<file path="src/rtl/pixclk_pkg.sv">
`timescale 1ns/1ps
package pixclk_pkg;
  localparam int SEL_W = 4;
  localparam int CNT_W = 5;

  typedef enum logic [1:0] {ST_IDLE, ST_WAIT, ST_RUN} state_e;
  typedef enum logic [1:0] {SH_DIRECT, SH_SHIFT, SH_AND, SH_OR} shape_e;

  // ratio in source cycles, start delay in whole cycles, extra half cycle
  typedef struct packed {
    logic [CNT_W-1:0] ratio;
    logic [CNT_W-1:0] delay;
    logic             half;
  } mode_t;

  function automatic mode_t mk_mode(input int r, input int d, input logic h);
    mode_t m;
    m.ratio = CNT_W'(r);
    m.delay = CNT_W'(d);
    m.half  = h;
    return m;
  endfunction

  function automatic mode_t decode(input logic [SEL_W-1:0] s);
    mode_t m;
    case (int'(s))
      1:       m = mk_mode(4, 3, 1'b1);
      2:       m = mk_mode(4, 3, 1'b0);
      3:       m = mk_mode(5, 4, 1'b1);
      4:       m = mk_mode(6, 3, 1'b1);
      5:       m = mk_mode(8, 5, 1'b1);
      6:       m = mk_mode(8, 5, 1'b0);
      7:       m = mk_mode(10, 7, 1'b0);
      8:       m = mk_mode(12, 6, 1'b1);
      9:       m = mk_mode(16, 9, 1'b1);
      10:      m = mk_mode(16, 9, 1'b0);
      11:      m = mk_mode(20, 12, 1'b0);
      default: m = mk_mode(3, 2, 1'b0);
    endcase
    return m;
  endfunction

  // cycles the posedge waveform stays low after a fall
  function automatic logic [CNT_W-1:0] low_len(input mode_t m);
    logic [CNT_W-1:0] h;
    h = m.ratio >> 1;
    if (m.ratio[0] && m.half) h = h + CNT_W'(1);
    return h;
  endfunction

  function automatic shape_e shape_of(input mode_t m);
    if (m.ratio[0]) return m.half ? SH_OR : SH_AND;
    return m.half ? SH_SHIFT : SH_DIRECT;
  endfunction
endpackage

</file>
<file path="src/rtl/pixclk_sync.sv">
`timescale 1ns/1ps
module pixclk_sync #(
  parameter int STAGES = 2,
  parameter int OFF_W  = 5,
  parameter int CNT_W  = 5
) (
  input  logic             clk_i,
  input  logic             rst_ni,
  input  logic             en_i,
  input  logic             pol_i,
  input  logic [CNT_W-1:0] ratio_i,
  output logic             lvl_o,
  output logic             rise_o,
  output logic             err_o
);
  localparam logic [OFF_W-1:0] OFF_MAX = '1;
  localparam logic [OFF_W-1:0] OFF_ONE = OFF_W'(1);

  logic [STAGES-1:0] sh_q;
  logic              last_q;
  logic [OFF_W-1:0]  off_q;
  logic              err_q;
  logic              act;
  logic              short_gap;

  assign act       = en_i ~^ pol_i;
  assign lvl_o     = sh_q[STAGES-1];
  assign rise_o    = lvl_o & ~last_q;
  assign short_gap = OFF_W'(off_q) < OFF_W'(ratio_i);
  assign err_o     = err_q;

  always_ff @(posedge clk_i or negedge rst_ni) begin
    if (!rst_ni) begin
      sh_q   <= '0;
      last_q <= 1'b0;
      off_q  <= OFF_MAX;
      err_q  <= 1'b0;
    end else begin
      sh_q   <= {sh_q[STAGES-2:0], act};
      last_q <= lvl_o;
      if (lvl_o)               off_q <= '0;
      else if (off_q != OFF_MAX) off_q <= off_q + OFF_ONE;
      err_q  <= rise_o & short_gap;
    end
  end
endmodule

</file>
<file path="src/rtl/pixclk_seq.sv">
`timescale 1ns/1ps
module pixclk_seq
  import pixclk_pkg::*;
(
  input  logic             clk_i,
  input  logic             rst_ni,
  input  logic [SEL_W-1:0] sel_i,
  input  logic             lvl_i,
  input  logic             rise_i,
  output logic             wave_o,
  output shape_e           shape_o,
  output state_e           st_o,
  output logic [CNT_W-1:0] cnt_o,
  output logic [CNT_W-1:0] ratio_o,
  output logic [SEL_W-1:0] sel_q_o
);
  localparam logic [CNT_W-1:0] ONE = CNT_W'(1);
  localparam logic [CNT_W-1:0] TWO = CNT_W'(2);

  state_e           st_q;
  logic [SEL_W-1:0] sel_q;
  logic [CNT_W-1:0] cnt_q, dly_q, cnt_nx, lo;
  logic [SEL_W-1:0] sel_eff;
  logic             wave_q, wrap;
  mode_t            m;

  // select is live only while parked
  assign sel_eff = (st_q == ST_IDLE) ? sel_i : sel_q;
  assign m       = decode(sel_eff);
  assign lo      = low_len(m);
  assign wrap    = (cnt_q == m.ratio - ONE);
  assign cnt_nx  = wrap ? '0 : cnt_q + ONE;

  always_ff @(posedge clk_i or negedge rst_ni) begin
    if (!rst_ni) begin
      st_q   <= ST_IDLE;
      sel_q  <= '0;
      cnt_q  <= '0;
      dly_q  <= '0;
      wave_q <= 1'b1;
    end else begin
      sel_q <= sel_eff;
      if (rise_i) begin
        st_q   <= ST_WAIT;
        dly_q  <= m.delay - TWO;
        cnt_q  <= '0;
        wave_q <= 1'b1;
      end else begin
        case (st_q)
          ST_WAIT: begin
            if (dly_q == '0) begin
              st_q   <= ST_RUN;
              cnt_q  <= '0;
              wave_q <= 1'b0;
            end else begin
              dly_q <= dly_q - ONE;
            end
          end
          ST_RUN: begin
            if (wrap && !lvl_i) begin
              st_q   <= ST_IDLE;
              cnt_q  <= '0;
              wave_q <= 1'b1;
            end else begin
              cnt_q  <= cnt_nx;
              wave_q <= (cnt_nx >= lo);
            end
          end
          default: ;
        endcase
      end
    end
  end

  assign wave_o  = wave_q;
  assign shape_o = shape_of(m);
  assign st_o    = st_q;
  assign cnt_o   = cnt_q;
  assign ratio_o = m.ratio;
  assign sel_q_o = sel_q;
endmodule

</file>
<file path="src/rtl/pixclk_shape.sv">
`timescale 1ns/1ps
module pixclk_shape
  import pixclk_pkg::*;
(
  input  logic   clk_i,
  input  logic   rst_ni,
  input  logic   wave_i,
  input  shape_e shape_i,
  output logic   clk_o
);
  logic wave_n_q;

  // half-cycle delayed copy
  always_ff @(negedge clk_i or negedge rst_ni) begin
    if (!rst_ni) wave_n_q <= 1'b1;
    else         wave_n_q <= wave_i;
  end

  always_comb begin
    case (shape_i)
      SH_SHIFT: clk_o = wave_n_q;
      SH_AND:   clk_o = wave_i & wave_n_q;
      SH_OR:    clk_o = wave_i | wave_n_q;
      default:  clk_o = wave_i;
    endcase
  end
endmodule

</file>
<file path="src/rtl/pixclk_div.sv">
`timescale 1ns/1ps
module pixclk_div
  import pixclk_pkg::*;
#(
  parameter int SYNC_STAGES = 2,
  parameter int OFF_W       = 5
) (
  input  logic             clk_i,
  input  logic             rst_ni,
  input  logic [SEL_W-1:0] div_sel_i,
  input  logic             en_pol_i,
  input  logic             en_i,
  output logic             pix_clk_o,
  output logic             en_err_o
);
  logic             lvl, rise, wave;
  shape_e           shape;
  state_e           st_w;
  logic [CNT_W-1:0] cnt_w, ratio_w;
  logic [SEL_W-1:0] sel_q_w;

  pixclk_sync #(
    .STAGES(SYNC_STAGES),
    .OFF_W (OFF_W),
    .CNT_W (CNT_W)
  ) u_sync (
    .clk_i  (clk_i),
    .rst_ni (rst_ni),
    .en_i   (en_i),
    .pol_i  (en_pol_i),
    .ratio_i(ratio_w),
    .lvl_o  (lvl),
    .rise_o (rise),
    .err_o  (en_err_o)
  );

  pixclk_seq u_seq (
    .clk_i  (clk_i),
    .rst_ni (rst_ni),
    .sel_i  (div_sel_i),
    .lvl_i  (lvl),
    .rise_i (rise),
    .wave_o (wave),
    .shape_o(shape),
    .st_o   (st_w),
    .cnt_o  (cnt_w),
    .ratio_o(ratio_w),
    .sel_q_o(sel_q_w)
  );

  pixclk_shape u_shape (
    .clk_i  (clk_i),
    .rst_ni (rst_ni),
    .wave_i (wave),
    .shape_i(shape),
    .clk_o  (pix_clk_o)
  );
endmodule

</file>
<file path="config.mk">
export PLATFORM = sky130hd
export DESIGN_NAME = pixclk_div
export DESIGN_NICKNAME = d
export VERILOG_FILES = /design/src/rtl/pixclk_pkg.sv /design/src/rtl/pixclk_sync.sv /design/src/rtl/pixclk_seq.sv /design/src/rtl/pixclk_shape.sv /design/src/rtl/pixclk_div.sv
export SDC_FILE = /design/constraint.sdc
export NUM_CORES = 1
export LEC_CHECK = 0
export BUFFER_PORTS_ARGS = -buffer_cell sky130_fd_sc_hd__buf_2
export CAP_MARGIN = 0
export CORE_MARGIN = 1.5
export CORE_UTILIZATION = 38
export CTS_CLUSTER_DIAMETER = 40
export DETAILED_ROUTE_END_ITERATION = 8
export GPL_TIMING_DRIVEN = 0
export SETUP_SLACK_MARGIN = 0.4
export SLEW_MARGIN = 30
export SYNTH_ARGS = -nofsm -noshare
export SYNTH_HDL_FRONTEND = slang
export SYNTH_SLANG_ARGS = --single-unit
export TNS_END_PERCENT = 5
</file>
<file path="constraint.sdc">
create_clock -name clk_i -period 6.4 [get_ports clk_i]
set_input_delay 1.28 -clock clk_i [delete_from_list [all_inputs] [get_ports clk_i]]
set_output_delay 1.28 -clock clk_i [all_outputs]
set_load 0.005 [all_outputs]
</file>
==> results_dict.tcl <==
set metrics [dict create \
    max_cap_violations 0 \
    chipHeight_um 77.80 \
    worstHoldEndpoint "u_sync.sh_q[1]$_DFF_PN0_" \
    post-cts-setup-buffer-count 0 \
    skew_pair_late_insertion_delay_ns 0.33 \
    crit_path_max_fanout 1 \
    ys_ff_latch 27 \
    synth_area_mm2 0.002126 \
    cts_tree "built" \
    route.detailed.drc 0 \
    setup_viol 0 \
    vdd.ir_drop.worst_mv 0.2042 \
    total_switching_power_uw 660.5 \
    place.port_buffers 9 \
    dieArea_mm2 0.006052 \
    gp_congestion 0.8584 \
    wl_mm 4.481 \
    critical_path_required_ns 5.12 \
    power.share.sequential 0.209 \
    synth_top_family_by_area "compound AO/OA/AOI/OAI gates" \
    met3WireLength_um 152 \
    route.met2.wl_mm 2.088 \
    setup.reg_to_reg.worst_slack_ns 1.34 \
    syn_to_final_growth_pct 8.475 \
    vias_per_cell 5.231 \
    met1Wirelength_mm 2.213 \
    whs_path_depth 0 \
    post_drt_wl_per_cell_um 13.79 \
    clkPwrFrac 0.076 \
    synth_compound_gate_area_share 0.2119 \
    cts_buffer_count 3 \
    yosys.area_share.adder 0.1236 \
    worst_hold_path_type "flop to flop" \
    cts.reportedPaths.clkPinSlew_ns 0.09 \
    synth_enable_flop_cells 0 \
    critical_path.endpoint_type "output port" \
    dpl-instance-area_mm2 0.002261 \
    reg2reg_from "u_seq.st_o[1]$_DFFE_PN0P_" \
    post_synth.cell_area_avg_um2 8.857 \
    power.internal_uw 655.7 \
    first_global_vias 1577 \
    die_w_um 77.80 \
    tightest_slew_ns 0.6992 \
    dr.max_layer_used "met4" \
    synth_mux_area_frac 0.03649 \
    route.vias.total 1700 \
    grt.total_usage 0.1595 \
    grt-ovfl-total 0 \
    rel_slew_slack 0.5288 \
    fillers 558 \
    dr.pass1.iters 4 \
    status "finished clean" \
    drt-initial-drc-count 99 \
    ys.warnings.count 0 \
    synth-simple-area-share 0.1672 \
    worst_hold_startpoint "u_sync.sh_q[0]$_DFF_PN0_" \
    syn-instance-count 240 \
    clock-root-buffer "clkbuf_8" \
    coreArea_mm2 0.005439 \
    mostFrequentLayoutCell "nor2_1" \
    design_area_mm2 0.002306 \
    synth-seq-area-share 0.3220 \
    synth-async-reset-ratio 1.000 \
    number_of_slew_limit_violations_in_the_final_report 0 \
    power_density_relative_to_cell_area_mw_per_mm2 570.8 \
    final_nets 283 \
    ys_top_cells_by_area "dfrtp_1 24%, ha_1 12%, dfstp_2 8.7%" \
    skew_ns 0.06123 \
    grt_setup_unrepaired "no" \
    total_leakage_power_uw 0.001015 \
    layout_common_cells "26 x nor2_1, 21 x ha_1, 20 x nand2_1, 20 x dfrtp_1, 19 x o21ai_0" \
    holdBufCountCts 0 \
    synthFlopType "dfrtp_1" \
    synth_xor_xnor_area_share 0.08122 \
    hold_viol 0 \
    worstPathArrival_ns 4.28 \
    initial_antenna_violation_count 0 \
    dp_hpwl_mm 3.269 \
    synth_top_area_frac 0.2354 \
    critical_path.startpoint_type "flop" \
    io_pins 10 \
    yosys.area.top_type "dfrtp_1" \
    antenna_cells 0 \
    critical_path.startpoint "u_shape.wave_n_q$_DFF_NN1_" \
    r2r-end "u_seq.wave_o$_DFFE_PN1P_" \
    finalSetupTns_ns 0 \
    clock_tree.htree_level_count 1 \
    post_cts_resize_count 0 \
    ratio_of_cells_with_drive_above_1_in_the_final_layout 0.1542 \
    deepest_clock_path_buffer_count 2 \
    grt_start_max_net_pins 28 \
    synthesis.nets 269 \
    netSwitchingFraction 0.5018 \
    initial_utilization 0.3908 \
    detail-route-antenna-nets 0 \
    clock-sinks 27 \
    yosys.cell_types.count 52 \
    fp-row-count 27 \
    crit_type "flop to output port" \
    ff2ff_path_depth 24 \
    first_pass_grt_wire_length_mm 7.700 \
    comb_power_share 0.714 \
]
-- sequential cells by signal (all words and copies together), names as in the netlist --
signal            count
u_seq.dly_q           5
u_sync.off_q          5
u_seq.st_o            2
u_sync.sh_q           2
u_sync.err_o          1
u_seq.wave_o          1
u_seq.cnt_o           5
u_sync.last_q         1
u_shape.wave_n_q      1
u_seq.sel_q_o         4
-- kinds of logic after synthesis --
logic type | count (synthesis)
AO/OA/AOI/OAI | 63
XOR/XNOR | 18
multiplexers | 6
AND/OR/NAND/NOR | 77
flip-flops | 27
buffers and inverters | 27
adder cells (fa/ha/maj) | 21
other | 1
-- worst max path at each step --
stage,endpoint,depth (start not counted),slack (ns)
2_1_floorplan,pix_clk_o,2,1.31
3_3_place_gp,u_seq.wave_o$_DFFE_PN1P_,23,1.05
3_5_place_dp,u_seq.wave_o$_DFFE_PN1P_,23,1.05
4_1_cts,pix_clk_o,3,0.83
5_1_grt,pix_clk_o,3,0.79
6_report,pix_clk_o,3,0.84
-- worst max-delay path, stage by stage (launching register included) --
cell     delay, ns
dfstp_2       0.51
nand2_1       0.04
o21ai_0       0.06
buf_2         0.13
-- cells in the mapped netlist, types with 4 or more instances --
| cell | count |
|---|---|
| xor2_1 | 5 |
| a21oi_1 | 18 |
| clkbuf_1 | 6 |
| nor2_1 | 26 |
| inv_1 | 13 |
| dfrtp_1 | 20 |
| ha_1 | 21 |
| dfstp_2 | 7 |
| xnor2_1 | 11 |
| nand3_1 | 8 |
| nand2_1 | 20 |
| a211oi_1 | 4 |
| mux2i_1 | 4 |
| o21ai_0 | 19 |
-- routing by layer --
metal	up-vias	GRT usage
met5	-	0
met4	0	0.03636
met3	2	0.03294
met2	34	0.2487
met1	796	0.2250
li1	868	-
-- power groups by stage --
stage / clock, uW / combinational, uW / sequential (uW)
after global routing: 115 / 1060 / 285
after floorplan: 1.96 / 752 / 266
after global placement: 1.96 / 926 / 276
after CTS: 107 / 943 / 276
after detailed placement: 1.96 / 932 / 279
final: 101 / 940 / 275
-- layout make-up --
class | instances | area (um2) | share of cell area
clock buffer | 4 | 45.04 | 0.01953
multi-input combinational | 186 | 1323 | 0.5735
clock inverter | 1 | 3.754 | 0.001628
inverter | 14 | 55.05 | 0.02387
sequential | 27 | 684.4 | 0.2968
timing repair buffer | 9 | 45.04 | 0.01953
tap | 72 | 90.09 | 0.03907
buffer | 12 | 60.06 | 0.02604
-- through the flow --
stage	power (uW)	worst slack [ns]	utilization	std cells	hold slack, ns
after floorplan	1021	1.312	-	240	0.3312
after global placement	1204	1.046	0.4157	321	0.3324
after detailed placement	1213	1.046	0.4157	321	0.3365
after CTS	1325	0.8325	0.4240	325	0.3609
after global routing	1459	0.7948	0.4240	325	0.3946
final	1316	0.8443	0.4240	325	0.3557
(Power assumes the default switching activity.)
